### src/rtl/crc32c_pkg.sv
// Shared constants and the operand-size encoding for the CRC-32C accumulator.
// Assumes reflected (LSB-first) processing throughout.
package crc32c_pkg;
    localparam int CRC_W      = 32;
    localparam int DATA_W     = 64;
    localparam int DEST_W     = 64;
    localparam int NBYTES     = DATA_W / 8;
    localparam int IDX_W      = $clog2(NBYTES);
    localparam logic [CRC_W-1:0] POLY_REFL = 32'h82F6_3B78;

    typedef enum logic [1:0] {
        SZ_B8  = 2'd0,
        SZ_B16 = 2'd1,
        SZ_B32 = 2'd2,
        SZ_B64 = 2'd3
    } op_size_e;
endpackage

### src/rtl/crc32c_byte_step.sv
// Folds one byte into a reflected CRC: XOR into the low byte, then eight
// conditional shift-and-subtract steps. Purely combinational.
module crc32c_byte_step
    import crc32c_pkg::*;
(
    input  logic [CRC_W-1:0] crc_i,
    input  logic [7:0]       byte_i,
    output logic [CRC_W-1:0] crc_o
);
    // Eight serial division steps on the merged value.
    always_comb begin
        logic [CRC_W-1:0] c;
        c = crc_i ^ {{(CRC_W-8){1'b0}}, byte_i};
        for (int b = 0; b < 8; b++) begin
            c = c[0] ? ((c >> 1) ^ POLY_REFL) : (c >> 1);
        end
        crc_o = c;
    end
endmodule

### src/rtl/crc32c_lane_chain.sv
// Chain of byte steps over the data word, lowest byte first. Tap k holds the
// CRC after bytes 0..k have been absorbed. Assumes NBYTES >= 1.
module crc32c_lane_chain
    import crc32c_pkg::*;
(
    input  logic [CRC_W-1:0]              crc_i,
    input  logic [DATA_W-1:0]             data_i,
    output logic [NBYTES-1:0][CRC_W-1:0]  tap_o
);
    genvar k;
    generate
        for (k = 0; k < NBYTES; k++) begin : g_step
            logic [CRC_W-1:0] stage_in;
            if (k == 0) begin : g_first
                assign stage_in = crc_i;
            end else begin : g_next
                assign stage_in = tap_o[k-1];
            end
            crc32c_byte_step u_step (
                .crc_i  (stage_in),
                .byte_i (data_i[8*k +: 8]),
                .crc_o  (tap_o[k])
            );
        end
    endgenerate
endmodule

### src/rtl/crc32c_size_sel.sv
// Picks the chain tap matching the operand width: the tap after 1, 2, 4 or
// 8 bytes. Assumes the size code never names more bytes than the chain has.
module crc32c_size_sel
    import crc32c_pkg::*;
(
    input  logic [NBYTES-1:0][CRC_W-1:0] tap_i,
    input  logic [1:0]                   size_i,
    output logic [CRC_W-1:0]             crc_o
);
    logic [IDX_W-1:0] last_idx;

    // Index of the last absorbed byte: 2^size - 1.
    always_comb begin
        last_idx = IDX_W'((1 << size_i) - 1);
        crc_o    = tap_i[last_idx];
    end
endmodule

### src/rtl/crc32c_acc.sv
// CRC-32C accumulator top level. It registers one update per op_valid and
// zero-extends the result into a 64-bit destination. Seeding and final
// inversion are left to the caller. Synchronous active-low reset.
module crc32c_acc
    import crc32c_pkg::*;
(
    input  logic              clk,
    input  logic              rst_n,
    input  logic              op_valid,
    input  logic [1:0]        op_size,
    input  logic [CRC_W-1:0]  crc_in,
    input  logic [DATA_W-1:0] data_in,
    output logic [DEST_W-1:0] crc_out,
    output logic              done
);
    logic [NBYTES-1:0][CRC_W-1:0] taps;
    logic [CRC_W-1:0]             next_crc;

    crc32c_lane_chain u_chain (
        .crc_i  (crc_in),
        .data_i (data_in),
        .tap_o  (taps)
    );

    crc32c_size_sel u_sel (
        .tap_i  (taps),
        .size_i (op_size),
        .crc_o  (next_crc)
    );

    // Result register: load on a request, hold otherwise.
    always_ff @(posedge clk) begin
        if (!rst_n) begin
            crc_out <= '0;
        end else if (op_valid) begin
            crc_out <= {{(DEST_W-CRC_W){1'b0}}, next_crc};
        end
    end

    // Completion strobe: one cycle per accepted request.
    always_ff @(posedge clk) begin
        if (!rst_n) begin
            done <= 1'b0;
        end else begin
            done <= op_valid;
        end
    end
endmodule

### config.mk
export PLATFORM = sky130hd
export DESIGN_NAME = crc32c_acc
export DESIGN_NICKNAME = d
export VERILOG_FILES = /design/src/rtl/crc32c_pkg.sv /design/src/rtl/crc32c_byte_step.sv /design/src/rtl/crc32c_lane_chain.sv /design/src/rtl/crc32c_size_sel.sv /design/src/rtl/crc32c_acc.sv
export SDC_FILE = /design/constraint.sdc
export NUM_CORES = 1
export LEC_CHECK = 0
export ABC_CLOCK_PERIOD_IN_PS = 11700
export BUFFER_PORTS_ARGS = -buffer_cell sky130_fd_sc_hd__buf_2
export CORE_MARGIN = 5
export CORE_UTILIZATION = 40
export DETAILED_ROUTE_END_ITERATION = 7
export GPL_ROUTABILITY_DRIVEN = 0
export PLACE_DENSITY = 0.66
export SLEW_MARGIN = 40
export SYNTH_ARGS = -nofsm -noshare
export SYNTH_HDL_FRONTEND = slang
export SYNTH_SLANG_ARGS = --single-unit
### constraint.sdc
create_clock -name clk -period 11.7 [get_ports clk]
set_clock_uncertainty 0.05 [all_clocks]
set_input_delay 2.34 -clock clk [delete_from_list [all_inputs] [get_ports clk]]
set_output_delay 2.34 -clock clk [all_outputs]
set_load 0.02 [all_outputs]
### Yosys cells after proc, flatten, opt, wreduce, memory -nomap -nowiden

Index checks and enable logic that the tools add are counted.

* logic and storage cells: 143
* register bits after elaboration: 33
* output and inout port bits: 65
* input bits: 101

* add/sub/neg operators: 1
* order comparisons: 1
* muxes and demuxes: 66
* shift-type cells: 1
* bitwise logic cells: 72

Operators by type and width (count)
* two-way mux 32 bit: 65
* NOT 16 -> 17 bit: 64
* bitwise XOR 32 x 8 -> 32 bit: 8
* binary-select mux 32 bit (select 3 bit): 1
* less-than comparator 3 x 4 -> 1 bit (second input constant): 1
* << shifter 1 x 2 -> 3 bit (first input constant): 1
* subtractor 3 x 2 -> 3 bit (second input constant): 1

### Logic depth before layout (Yosys ltp)

Gate-level depths: netlist of the first run.

* depth after elaboration: 138
* depth in mapped cells: 23
* depth with buffers taken out: 20

### Cells and area by module

A second synthesis of the first run with hierarchy kept.

* cell total of the unflattened synthesis: 833
* area, all modules: 10346.2 um^2

By module, submodules not included
* crc32c_byte_step: times used 8, sequential area each 0.0 um^2, cells an instance 82, area an instance 1002.2 um^2
* crc32c_acc: times used 1, sequential area each 660.6 um^2, cells an instance 138, area an instance 1514.0 um^2
* crc32c_size_sel: times used 1, sequential area each 0.0 um^2, cells an instance 39, area an instance 814.5 um^2

### Worst setup path before layout of the first run

OpenSTA, ideal clock, no wires.

* path type: input to register
* start point: input port data_in[2]
* end point: register crc_out[20]
* required time: 11.534 ns
* path slack: 1.193 ns
* stages on the path: 21
* data arrival time: 10.341 ns
* buffers on the path: 1
* library setup time: 0.116 ns
* cells stage by stage: xnor2_2 xnor3_2 xnor3_2 xor3_1 xor3_1 buf_4 xnor2_4 xnor3_1 xnor2_2 xnor3_2 xnor3_2 xnor3_1 xor3_2 xnor3_1 xnor2_1 xnor3_1 xnor2_4 xnor3_1 xnor3_1 a21oi_1 nor2_1

* word-level cells in the longest chain between the ends: 110
* elaborated cells on any way between the ends: 135
* those cells by class: 66 x mux; 69 x bitwise

Ends and longest elaborated chain
* from (decl): RTL line crc32c_acc.sv:12 `input logic [DATA_W-1:0] data_in,`
* bitwise XOR 32 x 8 -> 32 bit (*): RTL line crc32c_byte_step.sv:13 `c = crc_i ^ {{(CRC_W-8){1'b0}}, byte_i};`
* two-way mux 32 bit (*) (3 in a row): RTL line crc32c_byte_step.sv:15 `c = c[0] ? ((c >> 1) ^ POLY_REFL) : (c >> 1);`
* NOT 16 -> 17 bit (no line)
* two-way mux 32 bit (*): RTL line crc32c_byte_step.sv:15
* NOT 16 -> 17 bit (no line) / two-way mux 32 bit (equally long branches)
* two-way mux 32 bit (*): RTL line crc32c_byte_step.sv:15
* NOT 16 -> 17 bit (no line) / two-way mux 32 bit (equally long branches)
* two-way mux 32 bit (*) (2 in a row): RTL line crc32c_byte_step.sv:15
* (+91 left out)
* NOT 16 -> 17 bit (no line)
* two-way mux 32 bit: RTL line crc32c_byte_step.sv:15
* NOT 16 -> 17 bit (no line)
* two-way mux 32 bit: RTL line crc32c_byte_step.sv:15
* NOT 16 -> 17 bit (no line)
* two-way mux 32 bit: RTL line crc32c_byte_step.sv:15
* binary-select mux 32 bit (select 3 bit) (*): RTL line crc32c_size_sel.sv:15 `crc_o = tap_i[last_idx];`
* two-way mux 32 bit (implied by the code) (*): RTL line crc32c_size_sel.sv:15
* to (signal assigned): RTL line crc32c_acc.sv:36 `crc_out <= {{(DEST_W-CRC_W){1'b0}}, next_crc};`
* to (decl): RTL line crc32c_acc.sv:13 `output logic [DEST_W-1:0] crc_out,`

Every way passes the cells marked *; elsewhere a longest branch is shown, timed or not. The select of a mux whose other input is x is not followed.
A chain may end at the register's enable or synchronous reset.

### Worst setup path after layout of the first run

* start point: input port crc_in[6]
* end point: register crc_out[11]

* word-level cells in the longest chain between the ends: 110
* elaborated cells on any way between the ends: 133
* those cells by class: 66 x mux; 67 x bitwise

Ends and longest elaborated chain
* from (decl): RTL line crc32c_acc.sv:11 `input logic [CRC_W-1:0] crc_in,`
* bitwise XOR 32 x 8 -> 32 bit (*): RTL line crc32c_byte_step.sv:13
* NOT 16 -> 17 bit (no line)
* two-way mux 32 bit (*): RTL line crc32c_byte_step.sv:15
* NOT 16 -> 17 bit (no line)
* two-way mux 32 bit (*): RTL line crc32c_byte_step.sv:15
* NOT 16 -> 17 bit (no line)
* two-way mux 32 bit (*) (5 in a row): RTL line crc32c_byte_step.sv:15
* NOT 16 -> 17 bit (no line) / two-way mux 32 bit (equally long branches)
* (+90 left out)
* NOT 16 -> 17 bit (no line) / two-way mux 32 bit (equally long branches)
* two-way mux 32 bit: RTL line crc32c_byte_step.sv:15
* NOT 16 -> 17 bit (no line) / two-way mux 32 bit (equally long branches)
* two-way mux 32 bit: RTL line crc32c_byte_step.sv:15
* NOT 16 -> 17 bit (no line)
* two-way mux 32 bit: RTL line crc32c_byte_step.sv:15
* binary-select mux 32 bit (select 3 bit) (*): RTL line crc32c_size_sel.sv:15
* two-way mux 32 bit (implied by the code) (*): RTL line crc32c_size_sel.sv:15

Marks and branches as above.

==> run summary, run 1 <==
status: finished clean
Cell Count, Final, Fillers Out: 1,676
Layout Nets: 1,334
Fmax: 88.57 MHz
crit share post-route: 96.50%
fin util: 44.67%
Core Region: 32,290 sq um
drt first-iter violations: 783
final hold violation count: 0
# clock sinks: 33
First-pass DRT Iterations: 5
fin. max-slew vios: 0
cell taking the most area after synthesis: xnor3_1
Primary FF master, synth: dfxtp_1
sequential fraction of the synthesis area: 5.083%
share of layout cells above drive strength 1: 22.20%
Post-synth top cells: xnor2_1 (368), xnor3_1 (180), xor2_1 (123)
diode count: 0
Worst-path clk slew: 0.06 ns
aggregate global routing overflow: 0
CTS buffer count: 5
Max-slew headroom: 45.51%
Crit path arrival time: 11.39 ns
WL final: 41,290 um
Initial Utilization: 40.25%
Yosys reg bits: 33
RSZ-0062 raised after global routing: no
DR vias: 8,724
WS Path Type: in2reg
top-count cell post-synth: xnor2_1
Worst Hold Margin: 0.4023 ns
drt drc: 0
Worst EP required: 11.80 ns
largest cells by area after synthesis: xnor3_1 (31%), xnor2_1 (25%), xor2_1 (8.3%)
CTS tree: built
vias in the first global route: 8,801
htree depth: 2
final setup fails: 0
slowest cell on the critical path: xnor3_1
sequential cell area: 660.6 sq um
die width: 190.3 um
Port Buffers: 133
GRT Total Usage: 22.18%
Die Ht: 190.3 um
IO Count: 166
synthesized area per cell: 12.02 sq um
die footprint: 36,200 sq um
vias per inst: 5.205
maximum root-to-sink buffer count: 2
post-synth top area share: 31.19%
Slew @ Worst Pin: 0.8173 ns
footprint of the multi-input gates: 12,040 sq um
Fill cells: 2,981
Startpoint Class: primary input
clock period minus final worst setup slack: 11.29 ns
P&R area growth vs syn: 10.97%
Worst Hold Class: reg2reg
fraction of registers with async set or reset after synthesis: 0%
antenna violations before repair: 0
Netlist cell types: 45
Root Driver: clkbuf_16
worst skew pair latency: 0.27 ns
Cell Area, Synth: 13,000 sq um
Post-CTS Repair Setup Buffers: 0
post-detail-place hpwl: 34,870 um
Site Rows: 66
per-cell routed wire length: 24.63 um
EDFF count, synth: 0
Post-Route Setup TNS: 0 ns
CTS Hold Bufs: 0
DRT antenna net count: 0
# resized after CTS: 0
pin count of the biggest net entering global routing: 56
maximum fanout along the worst path: 6
max-cap violations: 0
CP max stage delay: 0.62 ns
cell count after synthesis: 1,081
synthesis warning total: 0
most used cell, CP: xnor3_1
first-pass GRT wire length: 59,840 um
placed cell count: 1,668
critical-path cell list: buf_2, xor2_1, xnor3_1, xnor2_1, xnor3_1, xor2_2, xnor3_1, xnor2_1, xnor3_1, xnor3_2, xnor3_2, xor2_2, xnor3_1, xor3_1, xnor2_2, xor3_1, xnor3_2, xor3_1, xnor3_1, nor2_1, o21ai_1
CP Capture Type: register
[critical path: cells and delay by family]
| kind | cells | cell delay (ns) |
|---|---|---|
| compound gates | 1 | 0.08 |
| buf+inv | 1 | 0.13 |
| xor+xnor | 18 | 8.71 |
| simple gates | 1 | 0.10 |
[layout by cell type (no fill, tap or decap), types with 7 or more instances in the layout]
| master | synthesis | routed |
|---|---|---|
| xor3_1 | 34 | 34 |
| a21oi_1 | 27 | 27 |
| xnor3_2 | 27 | 28 |
| o221ai_1 | 17 | 17 |
| xnor2_4 | 9 | 9 |
| buf_2 | 4 | 133 |
| dfxtp_1 | 33 | 33 |
| o21ai_0 | 33 | 33 |
| buf_4 | 38 | 46 |
| o21ai_1 | 7 | 7 |
| xnor2_2 | 28 | 29 |
| xnor3_1 | 180 | 179 |
| xor2_1 | 123 | 123 |
| nand2_1 | 34 | 34 |
| xor2_2 | 11 | 11 |
| nor2_1 | 37 | 37 |
| conb_1 | 1 | 32 |
| xnor2_1 | 368 | 367 |
[cell type report]
| cell class | instances | share of cell area (%) |
|---|---|---|
| tap | 442 | 3.834 |
| multi-input combinational | 1009 | 83.46 |
| sequential | 33 | 4.580 |
| clock buffer | 5 | 0.8675 |
| timing repair buffer | 179 | 7.009 |
| clock inverter | 3 | 0.1214 |
| inverter | 5 | 0.1301 |
[state kept, by name (all words and copies together) (netlist names)]
name     count
done         1
crc_out     32
[stage by stage]
step                      worst slack, ns  instance area (sq um)
final                              0.4094                  14420
after global routing               0.1935                  14420
after CTS                          0.4240                  14420
after detailed placement           0.1675                  14280
after global placement             0.1292                  14280
after floorplan                     1.193                  13110
[kinds of logic (layout without fill, tap and decap cells)]
group	count (synthesis)	in the layout	share of synthesized area, %
xor gates and xnor gates	785	785	83.20
AOI/OAI and AO/OA	104	104	4.987
and+or+nand+nor	79	79	2.435
buffers and inverters	70	192	3.273
DFF	33	33	5.083
muxes	9	9	0.9915
other	1	32	0.02885
[metal layers]
layer  vias up  wire length (um)  GRT usage (%)
met3        75              3436          2.270
li1       3879                 -              -
met2       521             18930          36.31
met5         -                 0              0
met4         0              1420          6.519
met1      4249             17500          31.38
[worst paths after layout]
kind               start          end  slack, ns  cells past startpoint
min reg2reg  crc_out[16]  crc_out[16]       0.40                      2
max reg2reg  crc_out[29]  crc_out[29]      10.94                      2
min          crc_out[16]  crc_out[16]       0.40                      2
max            crc_in[6]  crc_out[11]       0.41                     21
Power of run 1 is left out: the tool's default activity adds up to more than one toggle a clock period on the data nets, which glitch-free logic cannot reach.
==> run 2, diff against run 1 <==
CORE_UTILIZATION = 30   (was 40)
GPL_TIMING_DRIVEN = 1   (was not set)
PLACE_DENSITY = 0.54   (was 0.66)
==> run 2 against run 1 <==
  * Global-route usage down 3.9 points
  * Die area up 31%
  * Worst setup slack better by 0.23 ns
  * Critical endpoint is now crc_out[3]
  * Critical path type unchanged
  * Cell count up 10%
==> run summary, run 2 (synthesis gave the netlist of run 1 again) <==
Worst EP required: 11.81 ns (about the same)
vias per inst: 4.627 (-11%)
die footprint: 47,590 sq um (+31%)
maximum fanout along the worst path: 7 (+1)
Worst Hold Path EP: crc_out[21]
# clock sinks: 33 (unchanged)
Root Driver: clkbuf_16
share of layout cells above drive strength 1: 23.63% (+1.4 points)
Largest Register: crc_out
Fill cells: 4,360 (+46%)
DR vias: 8,542 (-2.1%)
met1 usage: 26.16% (-5.2 points)
crit share post-route: 94.49% (-2.0 points)
antenna violations before repair: 0 (unchanged)
Initial Utilization: 30.24% (-10 points)
IO Count: 166 (unchanged)
RSZ-0062 raised after global routing: no
status: finished clean
Worst Hold Class: reg2reg
commonest non-fill, non-tap cells in the layout: xnor2_1 (367), xnor3_1 (180), buf_2 (133)
most common cell after layout, fill and taps aside: xnor2_1
Crit path arrival time: 11.16 ns (-0.23 ns)
Post-Route Setup TNS: 0 ns (unchanged)
CTS buffer count: 5 (unchanged)
Top Usage Layer GRT: met2
hold_sp: crc_out[21]
Layout Nets: 1,361 (+2.0%)
GRT Total Usage: 18.32% (-3.9 points)
reg-to-reg slack, setup: 10.95 ns (about the same)
pin count of the biggest net entering global routing: 56 (unchanged)
htree depth: 2 (unchanged)
top flop regs: crc_out (32), done (1)
first-pass GRT wire length: 63,940 um (+6.8%)
Port Buffers: 133 (unchanged)
Die Ht: 218.1 um (+15%)
die width: 218.1 um (+15%)
Slew @ Worst Pin: 0.8838 ns (+0.06650 ns)
Site Rows: 76 (+15%)
fin. max-slew vios: 0 (unchanged)
diode count: 0 (unchanged)
sequential cell area: 660.6 sq um (unchanged)
final setup fails: 0 (unchanged)
Startpoint Class: primary input
per-cell routed wire length: 24.41 um (-0.89%)
worst skew pair latency: 0.28 ns (about the same)
RR Endpoint: crc_out[31]
vias in the first global route: 8,828 (+0.31%)
CTS tree: built
aggregate global routing overflow: 0 (unchanged)
CP Capture Type: register
Post-CTS Repair Setup Buffers: 0 (unchanged)
Worst-path clk slew: 0.05 ns (about the same)
drt first-iter violations: 686 (-12%)
final hold violation count: 0 (unchanged)
Core Region: 42,980 sq um (+33%)
DRT antenna net count: 0 (unchanged)
max-cap violations: 0 (unchanged)
WS Path Type: in2reg
met2 GRT Util: 30.79% (-5.5 points)
drt drc: 0 (unchanged)
Hold Path Depth: 1 (-1)
WL final: 45,070 um (+9.2%)
Fmax: 90.45 MHz (+2.1%)
worst r2r src: crc_out[31]
clock period minus final worst setup slack: 11.06 ns (-0.2348 ns)
maximum root-to-sink buffer count: 2 (unchanged)
post-detail-place hpwl: 38,910 um (+12%)
max reg flops: 32 (unchanged)
First-pass DRT Iterations: 5 (unchanged)
FF-to-FF path depth: 2 (unchanged)
met3 Resource Use GR: 1.468% (-0.80 points)
footprint of the multi-input gates: 12,040 sq um (about the same)
Max-slew headroom: 41.08% (-4.4 points)
P&R area growth vs syn: 14.12%
CTS Hold Bufs: 0 (unchanged)
# resized after CTS: 0 (unchanged)
[run 2: cell count changes in the layout (fill, tap and decap cells not counted), sizes merged]
cell | previous run | this run
buf | 179 | 206
bufinv | 0 | 1
clkbuf | 5 | 7
clkinv | 3 | 1
clkinvlp | 1 | 0
[run 2: final cells by class]
class,count,share of cell area (%)
Inverter,5,0.1265
Multi-Input combinational cell,1009,81.14
Tap cell,585,4.935
Clock inverter,1,0.2024
Sequential cell,33,4.454
Timing Repair Buffer,206,8.182
Clock buffer,7,0.9616
[run 2: how the worst max path moves through the flow]
stage,startpoint,slack [ns],endpoint
after detailed placement,data_in[2],0.34,crc_out[3]
after global routing,data_in[2],0.23,crc_out[3]
after CTS,data_in[0],0.59,crc_out[3]
after global placement,data_in[0],0.36,crc_out[3]
final,data_in[0],0.64,crc_out[3]
after floorplan,data_in[2],1.19,crc_out[20]
[run 2: critical path, cell delays in order]
cell and delay, ns:
buf_2 0.11, xnor2_2 0.17, buf_4 0.21, xnor2_2 0.47, xor3_1 0.55, xnor3_1 0.45
xor2_2 0.16, buf_4 0.20, xnor2_1 0.60, xor3_1 0.45, xnor3_1 0.54, xor3_1 0.50
xnor3_2 0.52, xor2_2 0.36, xnor3_1 0.52, buf_4 0.18, xor3_1 0.44, xnor2_2 0.40
xor3_1 0.51, xor2_2 0.50, xnor3_1 0.53, xnor3_1 0.23, nor2_1 0.14, o21ai_1 0.07
[run 2: stage by stage]
step                hold slack [ns]  instance area [sq um]  worst slack, ns  cells  util (%)
floorplan                    0.4746                  13110            1.193   1112         -
global placement             0.3953                  14660           0.3619   1838     34.11
detailed placement           0.3986                  14660           0.3396   1838     34.11
CTS                          0.4108                  14830           0.5858   1846     34.51
global route                 0.4309                  14830           0.2330   1846     34.51
finish                       0.4136                  14830           0.6442   1846     34.51
[run 2: layer usage]
layer | vias up | part of all wire, % | routed length [um]
li1 | 3935 | - | -
met1 | 4237 | 45 | 20480
met2 | 326 | 47 | 21130
met3 | 44 | 5.5 | 2462
met4 | 0 | 2.2 | 996
met5 | - | 0 | 0
Power of run 2 is left out for the same reason.
